### src/rtl/alu8_pkg.sv
package alu8_pkg;

    localparam int SREG_W = 8;

    // status bit positions
    localparam int FL_C = 0;
    localparam int FL_Z = 1;
    localparam int FL_N = 2;
    localparam int FL_V = 3;
    localparam int FL_S = 4;
    localparam int FL_H = 5;
    localparam int FL_T = 6;
    localparam int FL_I = 7;

    // which status bits each operation class writes
    localparam logic [SREG_W-1:0] MSK_ARITH = 8'h3F; // H S V N Z C
    localparam logic [SREG_W-1:0] MSK_LOGIC = 8'h1E; // S V N Z
    localparam logic [SREG_W-1:0] MSK_SHIFT = 8'h1F; // S V N Z C

    typedef enum logic [4:0] {
        OP_ADD  = 5'd0,
        OP_ADC  = 5'd1,
        OP_SUB  = 5'd2,
        OP_SBC  = 5'd3,
        OP_CP   = 5'd4,
        OP_CPC  = 5'd5,
        OP_NEG  = 5'd6,
        OP_AND  = 5'd7,
        OP_OR   = 5'd8,
        OP_XOR  = 5'd9,
        OP_COM  = 5'd10,
        OP_INC  = 5'd11,
        OP_DEC  = 5'd12,
        OP_LSL  = 5'd13,
        OP_LSR  = 5'd14,
        OP_ASR  = 5'd15,
        OP_ROL  = 5'd16,
        OP_ROR  = 5'd17,
        OP_SWAP = 5'd18,
        OP_FSET = 5'd19,
        OP_FCLR = 5'd20
    } alu_op_e;

    typedef enum logic [1:0] {
        SRC_ARITH = 2'd0,
        SRC_BITS  = 2'd1,
        SRC_FLAG  = 2'd2,
        SRC_PASS  = 2'd3
    } alu_src_e;

endpackage

### src/rtl/alu8_addsub.sv
module alu8_addsub #(
    parameter int DATA_W = 8
) (
    input  logic [DATA_W-1:0] x_i,
    input  logic [DATA_W-1:0] y_i,
    input  logic              cin_i,
    input  logic              sub_i,
    input  logic              chain_i,
    input  logic              z_prev_i,
    output logic [DATA_W-1:0] res_o,
    output logic              h_o,
    output logic              s_o,
    output logic              v_o,
    output logic              n_o,
    output logic              z_o,
    output logic              c_o
);
    localparam int MSB = DATA_W - 1;
    localparam int HB  = 3;

    logic [DATA_W:0] wide;

    always_comb begin
        if (sub_i)
            wide = {1'b0, x_i} - {1'b0, y_i} - {{DATA_W{1'b0}}, cin_i};
        else
            wide = {1'b0, x_i} + {1'b0, y_i} + {{DATA_W{1'b0}}, cin_i};
        res_o = wide[MSB:0];
        c_o   = wide[DATA_W];
        if (sub_i) begin
            h_o = (~x_i[HB] & y_i[HB]) | (y_i[HB] & res_o[HB]) | (res_o[HB] & ~x_i[HB]);
            v_o = (x_i[MSB] & ~y_i[MSB] & ~res_o[MSB]) | (~x_i[MSB] & y_i[MSB] & res_o[MSB]);
        end else begin
            h_o = (x_i[HB] & y_i[HB]) | (y_i[HB] & ~res_o[HB]) | (~res_o[HB] & x_i[HB]);
            v_o = (x_i[MSB] & y_i[MSB] & ~res_o[MSB]) | (~x_i[MSB] & ~y_i[MSB] & res_o[MSB]);
        end
        n_o = res_o[MSB];
        z_o = (res_o == '0) & (~chain_i | z_prev_i);
        s_o = n_o ^ v_o;
    end

    always_comb begin
        if (chain_i && !z_prev_i)
            a_r3_chain_zero_stays_clear: assert (!z_o)
                else $error("R3: chained zero set without prior zero");
    end

endmodule

### src/rtl/alu8_bitops.sv
module alu8_bitops
    import alu8_pkg::*;
#(
    parameter int DATA_W = 8
) (
    input  alu_op_e           op_i,
    input  logic [DATA_W-1:0] a_i,
    input  logic [DATA_W-1:0] b_i,
    input  logic              cin_i,
    output logic [DATA_W-1:0] res_o,
    output logic              s_o,
    output logic              v_o,
    output logic              n_o,
    output logic              z_o,
    output logic              c_o
);
    localparam int MSB  = DATA_W - 1;
    localparam int HALF = DATA_W / 2;
    localparam logic [DATA_W-1:0] POS_MAX = {1'b0, {MSB{1'b1}}};
    localparam logic [DATA_W-1:0] NEG_MIN = {1'b1, {MSB{1'b0}}};

    logic is_shift;

    always_comb begin
        res_o    = a_i;
        c_o      = cin_i;
        v_o      = 1'b0;
        is_shift = 1'b0;
        unique case (op_i)
            OP_AND:  res_o = a_i & b_i;
            OP_OR:   res_o = a_i | b_i;
            OP_XOR:  res_o = a_i ^ b_i;
            OP_COM: begin
                res_o = ~a_i;
                c_o   = 1'b1;
            end
            OP_INC: begin
                res_o = a_i + 1'b1;
                v_o   = (a_i == POS_MAX);
            end
            OP_DEC: begin
                res_o = a_i - 1'b1;
                v_o   = (a_i == NEG_MIN);
            end
            OP_LSL: begin
                res_o    = {a_i[MSB-1:0], 1'b0};
                c_o      = a_i[MSB];
                is_shift = 1'b1;
            end
            OP_LSR: begin
                res_o    = {1'b0, a_i[MSB:1]};
                c_o      = a_i[0];
                is_shift = 1'b1;
            end
            OP_ASR: begin
                res_o    = {a_i[MSB], a_i[MSB:1]};
                c_o      = a_i[0];
                is_shift = 1'b1;
            end
            OP_ROL: begin
                res_o    = {a_i[MSB-1:0], cin_i};
                c_o      = a_i[MSB];
                is_shift = 1'b1;
            end
            OP_ROR: begin
                res_o    = {cin_i, a_i[MSB:1]};
                c_o      = a_i[0];
                is_shift = 1'b1;
            end
            OP_SWAP: res_o = {a_i[HALF-1:0], a_i[MSB:HALF]};
            default: ;
        endcase
        n_o = res_o[MSB];
        z_o = (res_o == '0);
        if (is_shift)
            v_o = n_o ^ c_o;
        s_o = n_o ^ v_o;
    end

    always_comb begin
        if (op_i == OP_LSR)
            a_r9_lsr_top_clear: assert (!n_o)
                else $error("R9: logical right shift left top bit set");
    end

endmodule

### src/rtl/alu8_flagset.sv
module alu8_flagset
    import alu8_pkg::*;
(
    input  alu_op_e           op_i,
    input  logic [2:0]        idx_i,
    input  logic [SREG_W-1:0] sreg_i,
    output logic [SREG_W-1:0] sreg_o
);
    always_comb begin
        sreg_o = sreg_i;
        if (op_i == OP_FSET)
            sreg_o[idx_i] = 1'b1;
        else if (op_i == OP_FCLR)
            sreg_o[idx_i] = 1'b0;
    end
endmodule

### src/rtl/alu8_core.sv
module alu8_core
    import alu8_pkg::*;
#(
    parameter int DATA_W = 8
) (
    input  logic [4:0]        op_i,
    input  logic [DATA_W-1:0] a_i,
    input  logic [DATA_W-1:0] b_i,
    input  logic [7:0]        sreg_i,
    output logic [DATA_W-1:0] res_o,
    output logic [7:0]        sreg_o
);
    alu_op_e  op;
    alu_src_e src;
    logic [SREG_W-1:0] mask;
    logic sub, use_c, chain, neg;

    logic [DATA_W-1:0] x_in, y_in, ar_res, bt_res;
    logic ar_h, ar_s, ar_v, ar_n, ar_z, ar_c;
    logic bt_s, bt_v, bt_n, bt_z, bt_c;
    logic [SREG_W-1:0] ar_flags, bt_flags, fs_sreg;

    assign op = alu_op_e'(op_i);

    // decode: source path and written-flag mask
    always_comb begin
        src   = SRC_PASS;
        mask  = '0;
        sub   = 1'b0;
        use_c = 1'b0;
        chain = 1'b0;
        neg   = 1'b0;
        unique case (op)
            OP_ADD: begin src = SRC_ARITH; mask = MSK_ARITH; end
            OP_ADC: begin src = SRC_ARITH; mask = MSK_ARITH; use_c = 1'b1; end
            OP_SUB, OP_CP: begin
                src = SRC_ARITH; mask = MSK_ARITH; sub = 1'b1;
            end
            OP_SBC, OP_CPC: begin
                src = SRC_ARITH; mask = MSK_ARITH; sub = 1'b1;
                use_c = 1'b1; chain = 1'b1;
            end
            OP_NEG: begin
                src = SRC_ARITH; mask = MSK_ARITH; sub = 1'b1; neg = 1'b1;
            end
            OP_AND, OP_OR, OP_XOR, OP_INC, OP_DEC: begin
                src = SRC_BITS; mask = MSK_LOGIC;
            end
            OP_COM, OP_LSL, OP_LSR, OP_ASR, OP_ROL, OP_ROR: begin
                src = SRC_BITS; mask = MSK_SHIFT;
            end
            OP_SWAP: begin src = SRC_BITS; mask = '0; end
            OP_FSET, OP_FCLR: src = SRC_FLAG;
            default: src = SRC_PASS;
        endcase
    end

    assign x_in = neg ? '0 : a_i;
    assign y_in = neg ? a_i : b_i;

    alu8_addsub #(.DATA_W(DATA_W)) u_addsub (
        .x_i      (x_in),
        .y_i      (y_in),
        .cin_i    (use_c & sreg_i[FL_C]),
        .sub_i    (sub),
        .chain_i  (chain),
        .z_prev_i (sreg_i[FL_Z]),
        .res_o    (ar_res),
        .h_o      (ar_h),
        .s_o      (ar_s),
        .v_o      (ar_v),
        .n_o      (ar_n),
        .z_o      (ar_z),
        .c_o      (ar_c)
    );

    alu8_bitops #(.DATA_W(DATA_W)) u_bitops (
        .op_i  (op),
        .a_i   (a_i),
        .b_i   (b_i),
        .cin_i (sreg_i[FL_C]),
        .res_o (bt_res),
        .s_o   (bt_s),
        .v_o   (bt_v),
        .n_o   (bt_n),
        .z_o   (bt_z),
        .c_o   (bt_c)
    );

    alu8_flagset u_flagset (
        .op_i   (op),
        .idx_i  (b_i[2:0]),
        .sreg_i (sreg_i),
        .sreg_o (fs_sreg)
    );

    assign ar_flags = {2'b00, ar_h, ar_s, ar_v, ar_n, ar_z, ar_c};
    assign bt_flags = {3'b000, bt_s, bt_v, bt_n, bt_z, bt_c};

    // output select and flag merge
    always_comb begin
        unique case (src)
            SRC_ARITH: begin
                res_o  = ar_res;
                sreg_o = (sreg_i & ~mask) | (ar_flags & mask);
            end
            SRC_BITS: begin
                res_o  = bt_res;
                sreg_o = (sreg_i & ~mask) | (bt_flags & mask);
            end
            SRC_FLAG: begin
                res_o  = a_i;
                sreg_o = fs_sreg;
            end
            default: begin
                res_o  = a_i;
                sreg_o = sreg_i;
            end
        endcase
    end

    always_comb begin
        if (op_i != OP_FSET && op_i != OP_FCLR)
            a_r13_it_bits_kept: assert (sreg_o[7:6] == sreg_i[7:6])
                else $error("R13: I or T changed");
        if (op_i == OP_SWAP)
            a_r11_swap_flags_quiet: assert (sreg_o == sreg_i)
                else $error("R11: swap touched status");
        if (op_i == OP_INC || op_i == OP_DEC)
            a_r7_incdec_keep_c_h: assert (sreg_o[FL_C] == sreg_i[FL_C] && sreg_o[FL_H] == sreg_i[FL_H])
                else $error("R7: inc/dec touched C or H");
        if (op_i == OP_AND || op_i == OP_OR || op_i == OP_XOR)
            a_r6_logic_clears_v: assert (!sreg_o[FL_V] && sreg_o[FL_C] == sreg_i[FL_C])
                else $error("R6: logic op V or C wrong");
        if ((src == SRC_ARITH || src == SRC_BITS) && op_i != OP_SWAP)
            a_r2_sign_is_n_xor_v: assert (sreg_o[FL_S] == (sreg_o[FL_N] ^ sreg_o[FL_V]))
                else $error("R2: S differs from N xor V");
        if (op_i == OP_FSET || op_i == OP_FCLR)
            a_r12_single_bit_change: assert ($countones(sreg_o ^ sreg_i) <= 1 && res_o == a_i)
                else $error("R12: flag op changed more than one bit");
        if (op_i > 5'd20)
            a_r14_unused_pass: assert (res_o == a_i && sreg_o == sreg_i)
                else $error("R14: unused code altered outputs");
    end

endmodule

### config.mk
export PLATFORM = sky130hd
export DESIGN_NAME = alu8_core
export DESIGN_NICKNAME = d
export VERILOG_FILES = /design/src/rtl/alu8_pkg.sv /design/src/rtl/alu8_addsub.sv /design/src/rtl/alu8_bitops.sv /design/src/rtl/alu8_flagset.sv /design/src/rtl/alu8_core.sv
export SDC_FILE = /design/constraint.sdc
export NUM_CORES = 1
export LEC_CHECK = 0
export ABC_CLOCK_PERIOD_IN_PS = 4050
export BUFFER_PORTS_ARGS = -buffer_cell sky130_fd_sc_hd__buf_2
export CAP_MARGIN = 20
export CORE_MARGIN = 2
export CORE_UTILIZATION = 25
export DETAILED_ROUTE_END_ITERATION = 8
export PLACE_DENSITY = 0.54
export SETUP_SLACK_MARGIN = 0.02
export SLEW_MARGIN = 10
export SYNTH_ARGS = -nofsm -noshare
export SYNTH_HDL_FRONTEND = slang
export SYNTH_HIERARCHICAL = 1
export SYNTH_SLANG_ARGS = --single-unit
### constraint.sdc
create_clock -name vclk -period 4.05
set_input_delay 0.405 -clock vclk [all_inputs]
set_output_delay 0.405 -clock vclk [all_outputs]
set_load 0.02 [all_outputs]
==> impl_metrics.toml <==
[pwr]
vdd.ir_drop.worst_uv = 48.83
p_leak_nw = 2.275
swShare_pct = 53.14
power.internal_w = 0.0003866
p_per_area_nw_per_um2 = 156.2
power_frac_seq_pct = 0
combPwrFrac_pct = 100.0
p_clk_share_pct = 0
p_switching_w = 0.0004384
power_w = 0.0008250

[global_route]
grt_max_degree = 62
overflow = 0
grt_util_met1_pct = 23.15
grt_antenna_before_repair = 0
grt_pass1_vias = 4337
grt_pass1_wl_mm = 22.78
grt-busiest-layer = "met2"
grt_util_met2_pct = 28.80
use_met3_pct = 0.9840
grtUsageTotal_pct = 16.47

[timing]
slew_violations = 0
post-route-period-util_pct = 106.9
hold_viol_final = 0
worst_pin_slew_ns = 0.5563
clock.fmax_mhz = 230.9
maxSlewHeadroom_pct = 62.91
setup_violations = 4
fin_crit_ns = 4.331
rsz0062_at_grt = "yes"
timing.final.ws_setup_ns = -0.2807

[setup_path]
cp-start-kind = "input pin"
worstSetupPathType = "input pin to primary output"
crit_arrival_ns = 3.93
path_max_fanout = 8
endpoint_kind = "primary output"
cp.required_ns = 3.64
crit_end = "sreg_o[3]"
cp-startpoint = "op_i[3]"

[layout]
final-seq-area_um2 = 0
area_growth_pct = 32.32
drive_gt1_share_pct = 37.44
multi_input_area_um2 = 3797
flops_and_latches = 0
clock_buffers = 0
nets = 698
fillers = 1690

[route]
routed_wl_mm = 14.55
via_per_inst = 5.421
drcViolationCount = 0
via_count = 4521
routedWlPerCell_um = 17.44
drt_iter0_markers = 464
drt.antenna.violating_nets = 0
first_pass_iters = 5

[worst_hold_path]
hold_path.class = "input pin to primary output"

[synth]
synth_area_um2 = 3991
ys_types = 98
seq_area_frac_synth_pct = 0
avgSynthCellArea_um2 = 7.735
yosysWarnings = 6
synthesis.instances = 516
syn_nets = 595

[floorplan]
core_um2 = 15770
io_pins = 45
rows = 46
start_util_pct = 25.31
die_h_um = 130.4
die_w_um = 130.4
dieArea_um2 = 16990

[placement]
portBuffers = 45
place_ws_ns = -0.3158
gp_routability_congestion = 0.8912
hpwlAfterDp_mm = 11.26

[job]
maxCapViolCount = 0

[run_status]
failed_checks = "setup timing"
status = "finished, violations left"
==> synth_stat cells (all sizes together) (13+ instances only) <==
cell | instances | area (um^2)
a21oi | 29 | 148.9
buf | 29 | 265.3
ha | 45 | 563.0
inv | 56 | 212.7
mux2 | 13 | 153.9
mux2i | 15 | 150.1
nand2 | 27 | 101.4
nand3 | 15 | 80.08
nand3b | 13 | 97.59
nor2 | 24 | 90.09
nor2b | 14 | 87.58
o21ai | 29 | 156.4
==> per-layer routing <==
metal / part of all wire (%) / up-vias
li1: - / 2147
met5: 0 / -
met1: 45 / 2215
met4: 1.3 / 0
met2: 49 / 141
met3: 4.0 / 18
==> per-stage QoR <==
step           hold WS, ns  util [%]  cell area, um^2  std cells  setup TNS, ns
6_report             1.174     33.49             5281        834        -0.7073
5_1_grt              1.205     33.47             5279        833         -1.778
4_1_cts              1.177     32.05             5054        826        -0.6534
3_5_place_dp         1.177     31.20             4920        823        -0.8956
3_3_place_gp         1.175     31.20             4920        823        -0.6991
2_1_floorplan       0.9694         -             4116        516      -0.008306
==> cells in the final DEF (no fill, tap or decap), drive strengths merged, types with 3 or more instances in the layout <==
cell / netlist / final
o211a: 5 / 5
fa: 5 / 5
a22oi: 5 / 5
o211ai: 5 / 5
nand2: 27 / 27
ha: 45 / 45
o32ai: 3 / 3
nor2b: 14 / 14
a221o: 4 / 4
nand3: 15 / 15
o21ai: 29 / 29
nand3b: 13 / 13
nor3: 11 / 11
a31oi: 6 / 6
xnor2: 10 / 10
and3: 5 / 5
buf: 29 / 135
inv: 56 / 56
nor2: 24 / 24
o32a: 3 / 3
nor3b: 8 / 8
nand4b: 5 / 5
o21a: 3 / 3
a2111oi: 5 / 5
and3b: 3 / 3
a32o: 3 / 3
nor4: 8 / 8
o22ai: 7 / 7
a21o: 8 / 8
a211o: 3 / 3
mux2i: 15 / 15
a211oi: 7 / 7
o21bai: 3 / 3
a21oi: 29 / 29
nand2b: 8 / 8
nand4: 5 / 5
mux2: 13 / 13
o31ai: 11 / 11
a222oi: 8 / 8
xor2: 4 / 4
==> final cells by class <==
cell class / count / share of cell area, %
Antenna cell: 1 / 0.04738
Inverter: 57 / 4.264
Multi-Input combinational cell: 425 / 71.90
Tap cell: 216 / 5.117
Timing Repair Buffer: 135 / 18.67
==> worst max-delay path, cell delays in order <==
cell and delay, ns:
buf_6 0.10, nor4_4 0.28, buf_6 0.19, buf_6 0.10
mux2_4 0.31, ha_4 0.28, inv_4 0.04, ha_4 0.25
nand4_1 0.11, a21oi_2 0.06, a2111oi_4 0.37, xnor2_2 0.18
mux2_4 0.32, a221o_1 0.39, a21oi_2 0.15, o22ai_2 0.08
o211a_1 0.16, buf_6 0.13
==> cell families after synthesis <==
| group | synth area share, % |
|---|---|
| buffers and inverters | 12.60 |
| xor gates and xnor gates | 3.072 |
| adders and majority gates | 16.61 |
| AOI/OAI and AO/OA | 33.23 |
| muxes | 7.618 |
| and+or+nand+nor | 26.87 |
==> power groups by stage <==
stage          combinational (W)         clock, W  sequential [W]
3_5_place_dp            0.000719                0               0
5_1_grt                 0.000889                0               0
2_1_floorplan           0.000477                0               0
6_report                0.000825  0.0000000000135               0
4_1_cts                 0.000761                0               0
3_3_place_gp            0.000710                0               0
==> what timing repair did <==
| item | in CTS | in global routing |
|---|---|---|
| hold buffers | 0 | 0 |
| setup buffers | 3 | 8 |
| resized for setup | 24 | 44 |
| endpoints found under the setup margin | 9 | 11 |
| pin swaps | 11 | 46 |
==> worst min path at each step <==
stage,start,endpoint,slack [ns],depth (start not counted)
finish,sreg_i[7],sreg_o[7],1.17,3
detailed placement,sreg_i[7],sreg_o[7],1.18,3
global route,sreg_i[6],sreg_o[6],1.21,3
CTS,sreg_i[7],sreg_o[7],1.18,3
global placement,sreg_i[7],sreg_o[7],1.17,3
floorplan,sreg_i[6],sreg_o[6],0.97,1
(Power assumes the default switching activity.)
